==> src/rtl/fpc_pkg.sv <==
package fpc_pkg;
  localparam int NCLS    = 6;
  localparam int CL_NORM = 0;
  localparam int CL_DEN  = 1;
  localparam int CL_ZERO = 2;
  localparam int CL_INF  = 3;
  localparam int CL_QNAN = 4;
  localparam int CL_SNAN = 5;

  typedef logic [1:0] fmt_t;
  localparam fmt_t FMT_SGL = 2'd0;
  localparam fmt_t FMT_DBL = 2'd1;
  localparam fmt_t FMT_EXT = 2'd2;

  typedef logic [NCLS-1:0] cls_t;
endpackage

==> src/rtl/fpc_decode.sv <==
module fpc_decode
  import fpc_pkg::*;
#(
  parameter int W    = 64,
  parameter int SP_E = 8,
  parameter int SP_F = 23,
  parameter int DP_E = 11,
  parameter int DP_F = 52,
  parameter int PAD  = 21
) (
  input  fmt_t         fmt,
  input  logic [W-1:0] word,
  output cls_t         cls,
  output logic         ibit,
  output logic [W-1:0] wide
);
  localparam int SP_W  = 1 + SP_E + SP_F;
  localparam int EXT_W = W - PAD;

  logic is_sgl, e_zero, e_ones, f_nz, f_msb;

  always_comb begin
    case (fmt)
      FMT_SGL: wide = {{(W-SP_W){1'b0}}, word[SP_W-1:0]};
      FMT_EXT: wide = {word[EXT_W-1:0], {PAD{1'b0}}};
      default: wide = word;
    endcase
  end

  assign is_sgl = (fmt == FMT_SGL);

  always_comb begin
    if (is_sgl) begin
      e_zero = ~|wide[SP_F +: SP_E];
      e_ones = &wide[SP_F +: SP_E];
      f_nz   = |wide[SP_F-1:0];
      f_msb  = wide[SP_F-1];
    end else begin
      e_zero = ~|wide[DP_F +: DP_E];
      e_ones = &wide[DP_F +: DP_E];
      f_nz   = |wide[DP_F-1:0];
      f_msb  = wide[DP_F-1];
    end
  end

  always_comb begin
    cls          = '0;
    cls[CL_NORM] = !e_zero && !e_ones;
    cls[CL_DEN]  = e_zero && f_nz;
    cls[CL_ZERO] = e_zero && !f_nz;
    cls[CL_INF]  = e_ones && !f_nz;
    cls[CL_QNAN] = e_ones && f_nz && f_msb;
    cls[CL_SNAN] = e_ones && f_nz && !f_msb;
  end

  assign ibit = !e_zero;
endmodule

==> src/rtl/fpc_canon.sv <==
module fpc_canon
  import fpc_pkg::*;
#(
  parameter int W    = 64,
  parameter int SP_E = 8,
  parameter int SP_F = 23,
  parameter int PAD  = 21
) (
  input  fmt_t         fmt,
  input  cls_t         cls_a,
  input  cls_t         cls_b,
  input  logic         two_ops,
  output logic [W-1:0] canon,
  output logic         nan_any,
  output logic         snan_any
);
  localparam int SP_W = 1 + SP_E + SP_F;

  always_comb begin
    case (fmt)
      FMT_SGL: canon = {{(W-SP_W){1'b0}}, 1'b0, {(SP_W-1){1'b1}}};
      FMT_EXT: canon = {1'b0, {(W-1-PAD){1'b1}}, {PAD{1'b0}}};
      default: canon = {1'b0, {(W-1){1'b1}}};
    endcase
  end

  assign nan_any  = cls_a[CL_QNAN] || cls_a[CL_SNAN] ||
                    (two_ops && (cls_b[CL_QNAN] || cls_b[CL_SNAN]));
  assign snan_any = cls_a[CL_SNAN] || (two_ops && cls_b[CL_SNAN]);
endmodule

==> src/rtl/fpc_canon_top.sv <==
module fpc_canon_top
  import fpc_pkg::*;
#(
  parameter int W    = 64,
  parameter int SP_E = 8,
  parameter int SP_F = 23,
  parameter int DP_E = 11,
  parameter int DP_F = 52,
  parameter int PAD  = 21,
  parameter int NOPS = 2
) (
  input  logic         clk,
  input  logic         rst_n,
  input  logic         in_valid,
  output logic         in_ready,
  input  logic [1:0]   fmt,
  input  logic         two_ops,
  input  logic [W-1:0] op_a,
  input  logic [W-1:0] op_b,
  input  logic         sticky_clr,
  output logic         out_valid,
  input  logic         out_ready,
  output logic [5:0]   cls_a,
  output logic [5:0]   cls_b,
  output logic         ibit_a,
  output logic         ibit_b,
  output logic [W-1:0] store_word,
  output logic         nan_out_valid,
  output logic [W-1:0] nan_word,
  output logic         invalid_op,
  output logic         sticky_invalid
);
  logic [W-1:0] ops   [NOPS];
  cls_t         cls_d [NOPS];
  logic         ibit_d[NOPS];
  logic [W-1:0] wide_d[NOPS];
  logic [W-1:0] canon_d;
  logic         nan_d, snan_d, take;

  assign ops[0] = op_a;
  assign ops[1] = op_b;

  for (genvar g = 0; g < NOPS; g++) begin : g_dec
    fpc_decode #(.W(W), .SP_E(SP_E), .SP_F(SP_F), .DP_E(DP_E),
                 .DP_F(DP_F), .PAD(PAD)) u_dec (
      .fmt (fmt),
      .word(ops[g]),
      .cls (cls_d[g]),
      .ibit(ibit_d[g]),
      .wide(wide_d[g])
    );
  end

  fpc_canon #(.W(W), .SP_E(SP_E), .SP_F(SP_F), .PAD(PAD)) u_canon (
    .fmt     (fmt),
    .cls_a   (cls_d[0]),
    .cls_b   (cls_d[1]),
    .two_ops (two_ops),
    .canon   (canon_d),
    .nan_any (nan_d),
    .snan_any(snan_d)
  );

  assign in_ready = !out_valid || out_ready;
  assign take     = in_valid && in_ready;

  always_ff @(posedge clk or negedge rst_n) begin
    if (!rst_n) begin
      out_valid <= 1'b0;
    end else if (take) begin
      out_valid <= 1'b1;
    end else if (out_ready) begin
      out_valid <= 1'b0;
    end
  end

  always_ff @(posedge clk or negedge rst_n) begin
    if (!rst_n) begin
      cls_a         <= '0;
      cls_b         <= '0;
      ibit_a        <= 1'b0;
      ibit_b        <= 1'b0;
      store_word    <= '0;
      nan_out_valid <= 1'b0;
      nan_word      <= '0;
      invalid_op    <= 1'b0;
    end else if (take) begin
      cls_a         <= cls_d[0];
      cls_b         <= cls_d[1];
      ibit_a        <= ibit_d[0];
      ibit_b        <= ibit_d[1];
      store_word    <= wide_d[0];
      nan_out_valid <= nan_d;
      nan_word      <= canon_d;
      invalid_op    <= snan_d;
    end
  end

  always_ff @(posedge clk or negedge rst_n) begin
    if (!rst_n) begin
      sticky_invalid <= 1'b0;
    end else if (take && snan_d) begin
      sticky_invalid <= 1'b1;
    end else if (sticky_clr) begin
      sticky_invalid <= 1'b0;
    end
  end

  // wide_d[1] carries operand B's stored form, which has no output
  logic unused_b;
  assign unused_b = ^wide_d[1];
endmodule

==> config.mk <==
export PLATFORM = sky130hd
export DESIGN_NAME = fpc_canon_top
export DESIGN_NICKNAME = d
export VERILOG_FILES = /design/src/rtl/fpc_pkg.sv /design/src/rtl/fpc_decode.sv /design/src/rtl/fpc_canon.sv /design/src/rtl/fpc_canon_top.sv
export SDC_FILE = /design/constraint.sdc
export NUM_CORES = 1
export LEC_CHECK = 0
export BUFFER_PORTS_ARGS = -buffer_cell sky130_fd_sc_hd__buf_2
export CAP_MARGIN = 20
export CORE_ASPECT_RATIO = 1.4
export CORE_MARGIN = 8
export CORE_UTILIZATION = 45
export CTS_CLUSTER_SIZE = 30
export DETAILED_ROUTE_END_ITERATION = 10
export HOLD_SLACK_MARGIN = 0.05
export MAX_ROUTING_LAYER = met4
export PLACE_DENSITY = 0.92
export SETUP_SLACK_MARGIN = 0.5
export SLEW_MARGIN = 5
export SYNTH_ARGS = -nofsm -noshare
export SYNTH_HDL_FRONTEND = slang
export SYNTH_SLANG_ARGS = --single-unit
==> constraint.sdc <==
create_clock -name clk -period 1.62 [get_ports clk]
set_input_delay 0.243 -clock clk [delete_from_list [all_inputs] [get_ports clk]]
set_output_delay 0.243 -clock clk [all_outputs]
set_load 0.02 [all_outputs]
==> flow_metrics.env, run 1 <==
export IMPL_gp_congestion=1.041
export IMPL_placedInstanceArea_sq_um=6898
export IMPL_synthTopCellsByArea="dfrtp_1 43%, buf_4 9.8%, nand2_1 9.0%"
export IMPL_postGrtWorstEndpoint="invalid_op$_DFFE_PN0P_/D"
export IMPL_synth_edff_count=0
export IMPL_grt_max_degree=48
export IMPL_root_buffer="clkbuf_16"
export IMPL_synth_seq_cells=85
export IMPL_globalRoute_totalOverflow=825
export IMPL_cts_buffers=9
export IMPL_die_w_um=104.2
export IMPL_stop_stage="global routing"
export IMPL_synthFlopType="dfrtp_1"
export IMPL_netlist_area_leader_share_pct=43.37
export IMPL_worst_endpoint_kind="sequential cell input"
export IMPL_syn_avg_cell_area_sq_um=8.271
export IMPL_seq_area_frac_synth_pct=43.37
export IMPL_htreeDepth=3
export IMPL_yosysTopAreaCell="dfrtp_1"
export IMPL_grt_total_usage_pct=90.44
export IMPL_synthCells=593
export IMPL_num_rows=45
export IMPL_async_reset_ff_share_pct=100.0
export IMPL_clock_sinks=85
export IMPL_clockBufferDepth=2
export IMPL_dp_cells=1003
export IMPL_io_buffers=280
export IMPL_fp_dieH_um=139.5
export IMPL_ys_types=50
export IMPL_status="aborted with a tool error"
export IMPL_tool_error="[ERROR GRT-0232] Routing congestion too high. Check the congestion heatmap in the GUI."
export IMPL_dp_hpwl_um=16630
export IMPL_synthesis_area_sq_um=4905
export IMPL_initial_core_util_pct=45.61
export IMPL_ioPinCount=283
export IMPL_yosysWarnings=0
export IMPL_synthesis_nets=729
export IMPL_dpl_worst_slack_ps=-365.2
[through the flow]
step                      setup TNS [ps]  hold slack, ps  utilization, %
after floorplan                        0          -52.59               -
after global placement             -3056           146.0           64.14
after detailed placement           -3577           146.6           64.14
after CTS                         -44.27           154.0           86.38
[logic make-up after synthesis]
logic type,after synthesis,share of synthesized area [%]
flops,85,43.37
compound gates,119,15.31
buf+inv,100,12.68
other cells,1,0.07646
mux,3,0.6378
simple gates,285,27.93
[cell usage after synthesis (2+ instances only)]
| cell | instances |
|---|---|
| nand2_1 | 117 |
| dfrtp_1 | 85 |
| buf_4 | 64 |
| nor2_1 | 47 |
| o21ai_0 | 37 |
| nand3_1 | 32 |
| a21oi_1 | 25 |
| clkbuf_1 | 23 |
| and3_1 | 22 |
| a31oi_1 | 15 |
| nor3_1 | 15 |
| nor4_1 | 14 |
| a221oi_1 | 9 |
| nand4_1 | 9 |
| o21ai_1 | 7 |
| buf_1 | 6 |
| nand2b_1 | 6 |
| o41ai_1 | 6 |
| buf_2 | 5 |
| nand4b_1 | 4 |
| o211ai_1 | 4 |
| o31ai_1 | 4 |
| and4_1 | 3 |
| nor4b_1 | 3 |
| or4_1 | 3 |
| and2_1 | 2 |
| mux2i_1 | 2 |
| nand3b_1 | 2 |
[metal layers]
| metal | GRT overflow | global-route usage, % |
|---|---|---|
| met1 | 4 | 79.66 |
| met2 | 646 | 116.3 |
| met3 | 7 | 65.90 |
| met4 | 168 | 101.5 |
| met5 | - | - |
[what timing repair did]
item,4_1_cts
hold buffers,1
pin swaps,33
hold endpoints to repair,19
resized for setup,379
gates cloned,12
endpoints found under the setup margin,208
setup buffers,69
==> run 2, diff against run 1 <==
--- a/config.mk
+++ b/config.mk
@@ -7,15 +7,10 @@
 export LEC_CHECK = 0
 export BUFFER_PORTS_ARGS = -buffer_cell sky130_fd_sc_hd__buf_2
 export CAP_MARGIN = 20
-export CORE_ASPECT_RATIO = 1.4
 export CORE_MARGIN = 8
-export CORE_UTILIZATION = 45
-export CTS_CLUSTER_SIZE = 30
+export CORE_UTILIZATION = 36
 export DETAILED_ROUTE_END_ITERATION = 10
-export HOLD_SLACK_MARGIN = 0.05
-export MAX_ROUTING_LAYER = met4
-export PLACE_DENSITY = 0.92
-export SETUP_SLACK_MARGIN = 0.5
+export PLACE_DENSITY_LB_ADDON = 0.15
 export SLEW_MARGIN = 5
 export SYNTH_ARGS = -nofsm -noshare
 export SYNTH_HDL_FRONTEND = slang
==> run 2 against run 1 <==
Against the previous run:
- the flow now finishes, with violations (setup timing)
- area after synthesis did not move
- synthesized cell count did not move
==> flow_metrics.env, run 2 <==
export IMPL_status="finished, violations left"
export IMPL_violations="setup timing"
export IMPL_placedInstanceArea_sq_um=6634
export IMPL_synth_compound_area_share_pct=15.31
export IMPL_dieArea_sq_um=17610
export IMPL_r2r_slack_ps=120
export IMPL_skew_ps=5.013
export IMPL_root_buffer="clkbuf_16"
export IMPL_wl_um=20210
export IMPL_yosysMostFrequentCell="nand2_1"
export IMPL_fp_dieH_um=132.7
export IMPL_crit_arrival_ps=1860
export IMPL_synthAdderAreaFrac_pct=0
export IMPL_htreeDepth=3
export IMPL_hold_violations=0
export IMPL_rsz0062_at_grt="true"
export IMPL_antenna_found_initial=0
export IMPL_critPathKind="input port to flop"
export IMPL_design_area_sq_um=7096
export IMPL_synthesis_area_sq_um=4905
export IMPL_seq_area_frac_synth_pct=43.37
export IMPL_ir_drop_uv=608.4
export IMPL_p_leak_uw=0.003616
export IMPL_grt_total_usage_pct=21.85
export IMPL_worstPathMaxFanout=4
export IMPL_largest_reg_flops=64
export IMPL_worstMarginPinSlew_ps=559.7
export IMPL_synth_seq_cells=85
export IMPL_ant_nets=0
export IMPL_drt_iter0_markers=293
export IMPL_syn_avg_cell_area_sq_um=8.271
export IMPL_viasPerCell=5.155
export IMPL_synth_xor_area_share_pct=0
export IMPL_yosys_mux_area_fraction_pct=0.6378
export IMPL_cts_tree="done"
export IMPL_path_clk_slew_ps=70
export IMPL_async_reset_ff_share_pct=100.0
export IMPL_drive_gt1_share_pct=46.26
export IMPL_gp_congestion=0.8769
export IMPL_grt_max_degree=86
export IMPL_final_cell_mix="273 x buf_2, 116 x nand2_1, 88 x buf_4"
export IMPL_ys_types=50
export IMPL_startpoint="op_a[24]"
export IMPL_initial_core_util_pct=36.89
export IMPL_synthesis_nets=729
export IMPL_cts_buffers=9
export IMPL_die_w_um=132.7
export IMPL_hp_class="input port to flop"
export IMPL_r2r_start="out_valid$_DFFE_PN0P_"
export IMPL_startpoint_type="input port"
export IMPL_clock_sinks=85
export IMPL_core_area_sq_um=13300
export IMPL_max_slew_margin_pct=62.55
export IMPL_r2r_cells=5
export IMPL_regMostFlops="store_word"
export IMPL_stdcell_count=1059
export IMPL_io_buffers=280
export IMPL_synthCells=593
export IMPL_crit_required_ps=1830
export IMPL_drt_pass1_iterations=7
export IMPL_final_common_cell="buf_2"
export IMPL_crit_path_end="invalid_op$_DFFE_PN0P_"
export IMPL_synth_simple_gate_area_share_pct=27.93
export IMPL_netlist_area_leader_share_pct=43.37
export IMPL_fmax_mhz=607.0
export IMPL_clk_latency_ps=350
export IMPL_num_rows=42
export IMPL_period_share_pct=101.7
export IMPL_dp_cells=1038
export IMPL_first_global_vias=5625
export IMPL_ioPinCount=283
export IMPL_avgRoutedWirePerCell_um=19.08
export IMPL_globalRoute_totalOverflow=0
export IMPL_synth_common_cells="117 x nand2_1, 85 x dfrtp_1, 64 x buf_4"
export IMPL_p_per_area_nw_per_um2=925.6
export IMPL_yosysTopAreaCell="dfrtp_1"
export IMPL_clockBufferDepth=2
export IMPL_synthToLayoutAreaGrowth_pct=44.67
export IMPL_synth_top_family_by_area="simple AND/OR/NAND/NOR gates"
export IMPL_dp_hpwl_um=16320
export IMPL_r2r_end="cls_a[0]$_DFFE_PN0P_"
export IMPL_worst_slack_ps=-27.39
export IMPL_num_nets_final=1013
export IMPL_synthFlopType="dfrtp_1"
export IMPL_synthTopCellsByArea="dfrtp_1 43%, buf_4 9.8%, nand2_1 9.0%"
export IMPL_synth_edff_count=0
export IMPL_setup_violations=2
export IMPL_slew_viol_final=0
export IMPL_yosysWarnings=0
export IMPL_reg_top3="store_word: 64 flops, cls_a: 6 flops, cls_b: 6 flops"
export IMPL_critPathCaptureType="flop"
export IMPL_period_minus_slack_ps=1647
export IMPL_drv_cap=0
export IMPL_drc=0
export IMPL_via_count=5459
export IMPL_grt_pass1_wl_um=30570
==> run 2: cell counts after synthesis <==
Identical to the previous run, type by type.
==> run 2: worst min path at each step <==
stage / endpoint / cells past startpoint / from
detailed placement: store_word[19]$_DFFE_PN0P_ / 2 / rst_n
finish: out_valid$_DFFE_PN0P_ / 2 / in_valid
CTS: out_valid$_DFFE_PN0P_ / 2 / in_valid
floorplan: cls_a[0]$_DFFE_PN0P_ / 0 / rst_n
global placement: store_word[33]$_DFFE_PN0P_ / 2 / rst_n
global route: out_valid$_DFFE_PN0P_ / 2 / in_valid
==> run 2: metal layers <==
layer | track usage (%) | up-vias | wire [um]
li1 | - | 2615 | -
met1 | 24.32 | 2577 | 7899
met2 | 39.15 | 244 | 10380
met3 | 6.927 | 23 | 1650
met4 | 6.057 | 0 | 276
met5 | 0 | - | 0
==> run 2: kinds of logic after synthesis <==
family | after synthesis
simple gates | 285
compound gates | 119
buf+inv | 100
flops | 85
mux | 3
other cells | 1
==> run 2: layout make-up <==
class,count,area [sq um]
antenna,1,2.502
tap,176,220.2
timing repair buffer,371,2181
multi-input combinational,408,2271
clock inverter,6,46.29
sequential,85,2128
clock buffer,10,239.0
inverter,2,7.507
fill,1319,6200
==> run 2: metrics by stage <==
stage	total power [uW]	worst slack, ps	hold slack, ps	utilization, %	TNS [ps]
after global routing	6867	-110.0	150.9	53.35	-468.1
after floorplan	3777	11.50	-52.59	-	0
after global placement	4555	-512.1	315.5	49.90	-4609
final	6568	-27.39	141.5	53.37	-40.15
after detailed placement	4578	-478.2	322.2	49.90	-5179
after CTS	6603	-10.23	138.8	52.48	-10.23
==> run 2: repair_timing <==
| action | 4_1_cts | 5_1_grt |
|---|---|---|
| resized for setup | 9 | 20 |
| gates cloned | 0 | 0 |
| hold buffers | 1 | 0 |
| buffers inserted | 0 | 3 |
| pin swaps | 6 | 13 |
| endpoints found under the setup margin | 38 | 9 |
| hold endpoints to repair | 85 | 0 |
==> run 2: report_power, final <==
part | internal, uW | switching [uW]
Clock | 1090 | 921
Sequential | 2360 | 154
Combinational | 739 | 1300
Total | 4190 | 2380
==> run 2: worst max-delay path: stages <==
cell and delay [ps]:
buf_8 100, nor4_4 310, nand4b_1 170, a222oi_1 420
a31oi_2 200, o211ai_1 300, nand3_1 120
Power figures use the tool's default switching activity.
==> run 3, diff against run 2 <==
--- a/config.mk
+++ b/config.mk
@@ -11,6 +11,7 @@
 export CORE_UTILIZATION = 36
 export DETAILED_ROUTE_END_ITERATION = 10
 export PLACE_DENSITY_LB_ADDON = 0.15
+export REMOVE_ABC_BUFFERS = 1
 export SLEW_MARGIN = 5
 export SYNTH_ARGS = -nofsm -noshare
 export SYNTH_HDL_FRONTEND = slang
==> constraint.sdc (replaced) <==
create_clock -name clk -period 1.4 [get_ports clk]
set_input_delay 0.21 -clock clk [delete_from_list [all_inputs] [get_ports clk]]
set_output_delay 0.21 -clock clk [all_outputs]
set_load 0.02 [all_outputs]
==> run 3 against run 2 <==
Against the previous run:
- the run still ends with setup timing left
- routed wire length is 5.4% higher
- non-clock buffer count rose by 41
- clock power increased by 33%
- combinational power is 29% higher
==> flow_metrics.env, run 3 (synthesis gave the netlist of run 2 again) <==
export IMPL_root_buffer="clkbuf_16"
export IMPL_htreeDepth=3
export IMPL_p_per_area_nw_per_um2=1033
export IMPL_largest_reg_flops=64
export IMPL_via_count=5702
export IMPL_critPathKind="input port to flop"
export IMPL_path_clk_slew_ps=70
export IMPL_critPathCaptureType="flop"
export IMPL_crit_arrival_ps=1820
export IMPL_worst_slack_ps=-190.4
export IMPL_cts_tree="done"
export IMPL_startpoint_type="input port"
export IMPL_globalRoute_totalOverflow=0
export IMPL_regMostFlops="store_word"
export IMPL_final_cell_mix="267 x buf_2, 116 x nand2_1, 112 x buf_4"
export IMPL_fp_dieH_um=132.7
export IMPL_ant_nets=0
export IMPL_io_buffers=280
export IMPL_status="finished, violations left"
export IMPL_holdWs_ps=103.5
export IMPL_grt_met3_usage_pct=5.413
export IMPL_clk_latency_ps=350
export IMPL_rsz0062_at_grt="true"
export IMPL_dp_hpwl_um=16590
export IMPL_viasPerCell=5.179
export IMPL_fmax_mhz=628.8
export IMPL_period_minus_slack_ps=1590
export IMPL_clockBufferDepth=2
export IMPL_wl_um=21300
export IMPL_antenna_found_initial=2
export IMPL_ioPinCount=283
export IMPL_final_common_cell="buf_2"
export IMPL_hold_violations=0
export IMPL_reg_top3="store_word: 64 flops, cls_a: 6 flops, cls_b: 6 flops"
export IMPL_violations="setup timing"
export IMPL_p_sw_share_pct=34.48
export IMPL_slew_viol_final=0
export IMPL_initial_core_util_pct=36.89
export IMPL_worstPathCellList="buf_8, nor4_4, nand4b_1, a222oi_1, a31oi_2, o211ai_1, nand3_1"
export IMPL_path_buf_inv=1
export IMPL_avgRoutedWirePerCell_um=19.35
export IMPL_dpl_worst_slack_ps=-669.5
export IMPL_drt_iter0_markers=480
export IMPL_crit_family="compound AO/OA/AOI/OAI gates"
export IMPL_fin_setup_tns_ps=-833.5
export IMPL_internal_power_uw=5375
export IMPL_drv_cap=0
export IMPL_grt_total_usage_pct=22.65
export IMPL_first_global_vias=5965
export IMPL_period_share_pct=113.6
export IMPL_grt_max_degree=48
export IMPL_ir_drop_uv=685.0
export IMPL_met2_usage_pct=40.17
export IMPL_dieArea_sq_um=17610
export IMPL_gr_usage_met1_pct=26.25
export IMPL_top_usage_layer="met2"
export IMPL_gp_congestion=0.9143
export IMPL_combinationalPowerShare_pct=32.1
export IMPL_cts_buffers=9
export IMPL_grt_pass1_wl_um=31770
export IMPL_synthToLayoutAreaGrowth_pct=61.91
export IMPL_drc=0
export IMPL_stdcell_count=1101
export IMPL_core_area_sq_um=13300
export IMPL_p_leak_uw=0.003999
export IMPL_slowest_delay_ps=400
export IMPL_skew_ps=8.980
export IMPL_hp_class="input port to flop"
export IMPL_crit_required_ps=1630
export IMPL_die_w_um=132.7
export IMPL_num_rows=42
export IMPL_p_clk_share_pct=32.7
export IMPL_pwr_share_seq_pct=35.3
export IMPL_dp_cells=1070
export IMPL_p_switching_uw=2829
export IMPL_num_nets_final=1056
export IMPL_drive_gt1_share_pct=52.00
export IMPL_slowest_stage="a222oi_1"
export IMPL_setup_violations=7
export IMPL_worstPathMaxFanout=4
export IMPL_num_antenna_cells=0
export IMPL_drt_pass1_iterations=5
export IMPL_clock_sinks=85
[run 3: changes by cell type in the layout (fill, tap and decap cells not counted), moves of 4 or more]
cell,before,now
buf_12,4,8
buf_6,3,15
o31ai_4,0,4
a221oi_1,9,3
clkbuf_16,9,14
a221oi_2,0,5
buf_2,273,267
buf_4,88,112
[run 3: timing repair]
item | 4_1_cts | 5_1_grt
endpoints found under the hold margin | 85 | 0
gates cloned | 0 | 7
setup endpoints to repair | 41 | 26
resized for setup | 27 | 65
hold buffers | 1 | 0
pin swaps | 13 | 24
setup buffers | 1 | 6
[run 3: power by group through the flow]
stage | Combinational (uW) | Sequential, uW | Clock (uW)
after CTS | 2480 | 2890 | 2720
after global routing | 2830 | 2930 | 2820
after detailed placement | 2440 | 2940 | 0
after floorplan | 447 | 3570 | 0
final | 2630 | 2890 | 2680
after global placement | 2420 | 2920 | 0
[run 3: worst reg2reg max path: stages (launching register included)]
cell and delay, ps:
dfrtp_1 400, nand2b_4 120, buf_6 150, nand2_8 110, buf_6 180, a221oi_1 200
nor2_1 60
[run 3: path summary, 6_finish.rpt]
kind / from / endpoint / slack, ps / cells after the start
worst max-delay path: op_a[24] / sticky_invalid$_DFFE_PN0P_ / -190 / 7
worst min-delay path: op_a[63] / store_word[63]$_DFFE_PN0P_ / 100 / 3
worst max register to register: out_valid$_DFFE_PN0P_ / store_word[34]$_DFFE_PN0P_ / 60 / 6
worst min register to register: store_word[6]$_DFFE_PN0P_ / store_word[6]$_DFFE_PN0P_ / 460 / 2
max in group asynchronous: rst_n / cls_a[3]$_DFFE_PN0P_ / 760 / 3
min in group asynchronous: rst_n / out_valid$_DFFE_PN0P_ / 190 / 2
[run 3: through the flow]
stage / util [%] / instance area, sq um / power [uW]
2_1_floorplan: - / 4290 / 4012
3_3_place_gp: 51.95 / 6907 / 5343
3_5_place_dp: 51.95 / 6907 / 5374
4_1_cts: 55.61 / 7393 / 8093
5_1_grt: 59.73 / 7941 / 8578
6_report: 59.73 / 7941 / 8204
[run 3: layout make-up]
class                   count  area (sq um)
repair buffers            412          2694
multi-input cells         410          2559
flip-flops and latches     85          2128
inverters                   2         7.507
well taps                 176         220.2
clock inverters             6         93.84
clock buffers              10         239.0
fillers                  1217          5354
[run 3: metal layers]
metal / share of wire, % / wire length [um]
met3: 8.0 / 1709
met5: 0.038 / 8
met2: 51 / 10900
met4: 2.2 / 471
met1: 39 / 8213
